==> config.mk <==
export PLATFORM = sky130hd
export DESIGN_NAME = irqc_ctrl
export DESIGN_NICKNAME = d
export VERILOG_FILES = /design/src/rtl/irqc_pkg.sv /design/src/rtl/irqc_decode.sv /design/src/rtl/irqc_status.sv /design/src/rtl/irqc_req.sv /design/src/rtl/irqc_ctrl.sv
export SDC_FILE = /design/constraint.sdc
export NUM_CORES = 1
export LEC_CHECK = 0
export ABC_AREA = 1
export BUFFER_PORTS_ARGS = -buffer_cell sky130_fd_sc_hd__clkbuf_2
export CAP_MARGIN = 10
export CORE_MARGIN = 1
export CORE_UTILIZATION = 50
export DETAILED_ROUTE_END_ITERATION = 12
export PLACE_DENSITY = 0.79
export SYNTH_ARGS = -nofsm -noshare
export SYNTH_HDL_FRONTEND = slang
export SYNTH_HIERARCHICAL = 1
export SYNTH_SLANG_ARGS = --single-unit
==> constraint.sdc <==
create_clock -name clk -period 1.55 [get_ports clk]
set_clock_uncertainty 0.2 [all_clocks]
set_input_delay 0.155 -clock clk [delete_from_list [all_inputs] [get_ports clk]]
set_output_delay 0.155 -clock clk [all_outputs]
set_load 0.02 [all_outputs]
==> src/rtl/irqc_pkg.sv <==
package irqc_pkg;
  localparam int unsigned IRQC_ADDR_W = 8;
  localparam logic [IRQC_ADDR_W-1:0] IRQC_PEND_OFS = 8'h70;
  localparam logic [IRQC_ADDR_W-1:0] IRQC_ENAB_OFS = 8'h74;

  typedef struct packed {
    logic sel_pend;
    logic sel_enab;
    logic wr_pend;
    logic wr_enab;
  } irqc_sel_t;
endpackage

==> src/rtl/irqc_decode.sv <==
module irqc_decode
  import irqc_pkg::*;
#(
  parameter int unsigned ADDR_W = IRQC_ADDR_W,
  parameter logic [ADDR_W-1:0] PEND_OFS = IRQC_PEND_OFS,
  parameter logic [ADDR_W-1:0] ENAB_OFS = IRQC_ENAB_OFS
) (
  input  logic              clk,
  input  logic              rst_n,
  input  logic [ADDR_W-1:0] addr,
  input  logic              wr,
  output irqc_sel_t         sel
);
  always_comb begin
    sel.sel_pend = (addr == PEND_OFS);
    sel.sel_enab = (addr == ENAB_OFS);
    sel.wr_pend  = wr && sel.sel_pend;
    sel.wr_enab  = wr && sel.sel_enab;
  end

  AST_ONE_TARGET: assert property (@(posedge clk) disable iff (!rst_n)
    $onehot0({sel.wr_pend, sel.wr_enab}));
endmodule

==> src/rtl/irqc_status.sv <==
module irqc_status #(
  parameter int unsigned NSRC    = 16,
  parameter int unsigned DMA_BIT = 3
) (
  input  logic            clk,
  input  logic            rst_n,
  input  logic            ack_wr,
  input  logic [NSRC-1:0] ack_data,
  input  logic [NSRC-1:0] src_set,
  input  logic            dma_set,
  output logic [NSRC-1:0] status_q,
  output logic [NSRC-1:0] status_d
);
  logic [NSRC-1:0] set_all;

  for (genvar i = 0; i < NSRC; i++) begin : g_bit
    localparam bit IS_DMA = (i == DMA_BIT);
    logic keep;
    assign set_all[i]  = IS_DMA ? (src_set[i] | dma_set) : src_set[i];
    assign keep        = ack_wr ? ack_data[i] : 1'b1;
    // set has priority over a clearing write
    assign status_d[i] = set_all[i] | (status_q[i] & keep);
  end

  always_ff @(posedge clk or negedge rst_n) begin
    if (!rst_n) status_q <= '0;
    else        status_q <= status_d;
  end

  AST_HOLD_IDLE: assert property (@(posedge clk) disable iff (!rst_n)
    (!ack_wr && set_all == '0) |=> $stable(status_q));
  AST_ACK_CLEARS: assert property (@(posedge clk) disable iff (!rst_n)
    ack_wr |=> ((status_q & ~$past(ack_data) & ~$past(set_all)) == '0));
  AST_SET_WINS: assert property (@(posedge clk) disable iff (!rst_n)
    (set_all != '0) |=> ((status_q & $past(set_all)) == $past(set_all)));
endmodule

==> src/rtl/irqc_req.sv <==
module irqc_req #(
  parameter int unsigned NSRC = 16
) (
  input  logic            clk,
  input  logic            rst_n,
  input  logic            mask_wr,
  input  logic [NSRC-1:0] mask_data,
  input  logic [NSRC-1:0] status_q,
  input  logic [NSRC-1:0] status_d,
  output logic [NSRC-1:0] mask_q,
  output logic            irq,
  output logic            unmask_evt
);
  logic [NSRC-1:0] mask_d;
  logic            exposed;

  assign mask_d  = mask_wr ? mask_data : mask_q;
  assign exposed = mask_wr && ((mask_data & ~mask_q & status_q) != '0);

  always_ff @(posedge clk or negedge rst_n) begin
    if (!rst_n) begin
      mask_q     <= '0;
      irq        <= 1'b0;
      unmask_evt <= 1'b0;
    end else begin
      mask_q     <= mask_d;
      irq        <= |(status_d & mask_d);
      unmask_evt <= exposed;
    end
  end

  AST_IRQ_LEVEL: assert property (@(posedge clk) disable iff (!rst_n)
    irq == |(status_q & mask_q));
  AST_EVT_CAUSE: assert property (@(posedge clk) disable iff (!rst_n)
    unmask_evt |-> $past(mask_wr));
  AST_MASK_HOLD: assert property (@(posedge clk) disable iff (!rst_n)
    !mask_wr |=> $stable(mask_q));
endmodule

==> src/rtl/irqc_ctrl.sv <==
module irqc_ctrl
  import irqc_pkg::*;
#(
  parameter int unsigned NSRC    = 16,
  parameter int unsigned DATA_W  = 32,
  parameter int unsigned ADDR_W  = IRQC_ADDR_W,
  parameter int unsigned DMA_BIT = 3
) (
  input  logic              clk,
  input  logic              rst_n,
  input  logic [ADDR_W-1:0] bus_addr,
  input  logic              bus_wr,
  input  logic [DATA_W-1:0] bus_wdata,
  output logic [DATA_W-1:0] bus_rdata,
  input  logic [NSRC-1:0]   src_set,
  input  logic              dma_set,
  output logic              irq,
  output logic              unmask_evt
);
  localparam int unsigned PAD_W = DATA_W - NSRC;

  irqc_sel_t       sel;
  logic [NSRC-1:0] status_q, status_d, mask_q;

  irqc_decode #(.ADDR_W(ADDR_W)) u_dec (
    .clk(clk), .rst_n(rst_n), .addr(bus_addr), .wr(bus_wr), .sel(sel)
  );

  irqc_status #(.NSRC(NSRC), .DMA_BIT(DMA_BIT)) u_stat (
    .clk(clk), .rst_n(rst_n), .ack_wr(sel.wr_pend),
    .ack_data(bus_wdata[NSRC-1:0]), .src_set(src_set), .dma_set(dma_set),
    .status_q(status_q), .status_d(status_d)
  );

  irqc_req #(.NSRC(NSRC)) u_req (
    .clk(clk), .rst_n(rst_n), .mask_wr(sel.wr_enab),
    .mask_data(bus_wdata[NSRC-1:0]), .status_q(status_q), .status_d(status_d),
    .mask_q(mask_q), .irq(irq), .unmask_evt(unmask_evt)
  );

  always_comb begin
    if (sel.sel_pend)      bus_rdata = {{PAD_W{1'b0}}, status_q};
    else if (sel.sel_enab) bus_rdata = {{PAD_W{1'b0}}, mask_q};
    else                   bus_rdata = '0;
  end
endmodule

==> metrics.md <==
| Metric | Value |
|---|---|
| Status | complete, no violations |
| Syn Area/Cell | about 7 µm² |
| Top-level I/O count | 94 |
| Final Critical Period | 1.510 ns |
| Fmax | approximately 660 MHz |
| Synth Flop Type | dfrtp_1 |
| Non-filler cells, final | 519 |
| Ys Warns | 6 |
| DR iter-0 viols | roughly 120 |
| Critical Path AT | ~1.2 ns |
| Post-synth EDFFs | 0 |
| Die Footprint | 0.005317 mm² |
| Routed wire per std cell | 11.17 µm |
| Clk slew on worst S/H paths | roughly 0.070 ns |
| Share of cells above drive strength 1 | 0.2942 |
| Period utilization | 0.9742 |
| Die height | approximately 73 µm |
| Clock root cell | clkbuf_8 |
| Placer Congestion | 0.8675 |
| Detailed Route WL | a little under 6000 µm |
| First-pass GRT wire length | 9411 µm |
| Vias after detailed routing | 2356 |
| CP Capture Type | primary output |
| Hold WC Path Type | input pin to flop |
| R2r endpoint | u_req/irq |
| CP required | around 1.2 ns |
| Synth Cell Area | roughly 0.0025 mm² |
| RSZ-0062 raised after global routing | yes |
| DIE WIDTH | between 70 and 80 µm |
| Core area | 0.004786 mm² |
| Antenna-violating nets left | 0 |
| Hold slack | just under 0.008 ns |
| Gr usage total | 0.2338 |
| Slew Limit Fails | 0 |
| Largest net degree at the start of global routing | 35 |
| FF-to-FF setup slack | a little under 0.3 ns |
| Largest cells by area after synthesis | dfrtp_1, nand2_1, inv_1, nand3_1, nand3_2 |
| Fill cells | between 400 and 500 |
| PwrDens | between 600 and 700 mW/mm² |
| Worst Hold Path EP | u_stat/status_q[1] |
| Commonest cells in the netlist | nand2_1, inv_1, dfrtp_1, nand3_1, nand2_2 |
| Remaining DRCs | 0 |
| Via/cell ratio | 4.539 |
| Register area share after synthesis | 0.3383 |
| RR Startpoint | u_stat/status_q[6] |
| CTS tree | yes |
| Drt first pass iters | 4 |
| Leak Pwr | just under 2 nW |
| Max VDD drop | between 0.5 and 0.6 mV |
| Maxcap violations | 0 |
| Startpoint Class | input pin |
| CTS Sinks | 34 |
| CP startpoint | bus_addr[7] |
| Top-count cell post-synth | nand2_1 |
| Setup-failing EPs final | 0 |
| Area Growth Syn to Fin | 28.16% |
| Site Rows | 25 |
| Final HPWL DP | a little under 4000 µm |
| Antenna Cells | 0 |
| R2r worst-path depth | 8 |
| Synth top area share | 0.3383 |
| Initial Utilization | 0.5255 |
| Cells after Synth | between 300 and 400 |
| Placed Instances | between 400 and 500 |
| Overall power | roughly 2.0 mW |
| Final hold vios | 0 |
| Hold Path Depth | 5 |
| Initial antenna violation count | 0 |
| Crit path kind | input pin to primary output |
| CTS Buffer Depth | 2 |
| Crit path max fanout | 16 |
| Layout net count | 511 |
| Synth unique cells | 19 |
| Seq cells post-synth | 34 |
| Fraction of registers with async set/reset | 1.000 |
| Worst-Skew Late Latency | ~0.30 ns |
| Yosys top cell by area | dfrtp_1 |
| Hold_sp | bus_wdata[1] |
| Fin Setup TNS | 0 ns |
| Port buffer count | 61 |
| TritonCTS buffer count | 5 |
| GR Overflow Total | 0 |
| H-tree levels | 2 |
| Setup bufs post-CTS | 0 |
| Vias in the first global route | ~2300 |
cell usage in the layout (no fill, tap or decap):
master	n
and2_1	16
dlygate4sd3_1	28
conb_1	16
clkbuf_8	6
buf_6	6
inv_4	1
inv_1	71
nand2_1	108
inv_8	1
buf_12	2
nand3_1	34
inv_12	1
dfrtp_1	34
buf_2	1
nand4_1	1
clkbuf_2	56
nor2_1	11
nand3_2	14
buf_4	4
clkinvlp_4	1
inv_2	5
clkinv_2	1
nor2_4	3
nand2_4	4
nand2_2	27
layout make-up:
type	instances	area, µm²	area share
Clock buffer	6	82.58	0.02562
Clock inverter	2	12.51	0.003882
Inverter	79	319.1	0.09899
Multi-Input combinational cell	234	1171	0.3634
Sequential cell	34	850.8	0.2640
Tap cell	67	83.83	0.02601
Timing Repair Buffer	97	703.2	0.2182
cell families (layout without fill, tap and decap cells):
group / Yosys count / after routing / share of synthesized area
and+or+nand+nor: 218 / 218 / 0.4289
buffers and inverters: 105 / 184 / 0.2313
DFF: 34 / 34 / 0.3383
other: 1 / 16 / 0.001491
stage by stage:
stage	instance area [µm²]	worst slack (ns)	utilization
CTS	3163	0.01288	0.6609
global route	3223	-0.02540	0.6735
floorplan	2571	0.02248	-
detailed placement	2783	-0.1966	0.5814
finish	3223	0.04006	0.6735
global placement	2783	-0.1486	0.5814
registers in the layout (all words and copies together), names as in the netlist:
name and cells:
u_req/unmask_evt 1, u_stat/status_q 16, u_req/irq 1, u_req/mask_q 16
layer usage:
metal	GRT usage	wire (µm)	vias up
met5	0	0	-
met4	0.1002	90	0
met2	0.4413	3032	79
li1	-	-	1199
met3	0.04558	315	8
met1	0.2522	2360	1070
worst max-delay path by stage:
stage                              end  slack [ns]  cells past startpoint
after floorplan              u_req/irq        0.02                     16
after global placement       u_req/irq       -0.15                     16
after detailed placement     u_req/irq       -0.20                     16
after CTS                 bus_rdata[2]        0.01                     11
after global routing         u_req/irq       -0.03                     16
final                     bus_rdata[2]        0.04                     11
worst max-delay path, cell delays in order:
cell and delay [ns]:
buf_6 0.09, inv_2 0.04, nand2_2 0.05, nor2_4 0.11, nand2_2 0.09, inv_2 0.09, buf_12 0.15, inv_12 0.06
nand3_1 0.07, nand2_1 0.07, clkbuf_2 0.15
where the power goes:
group          switching, mW  total (mW)  internal, mW
Sequential            0.0129       0.920         0.907
Combinational          0.179       0.325         0.147
Clock                  0.349       0.706         0.357
Total                  0.540        1.95          1.41
what timing repair did:
item,CTS,global route
endpoints found under the hold margin,52,0
hold buffers,28,0
pin swaps,0,16
resized for setup,1,23
endpoints found under the setup margin,1,17
gates cloned,0,0
No activity file was read; power rests on OpenSTA's default activity.
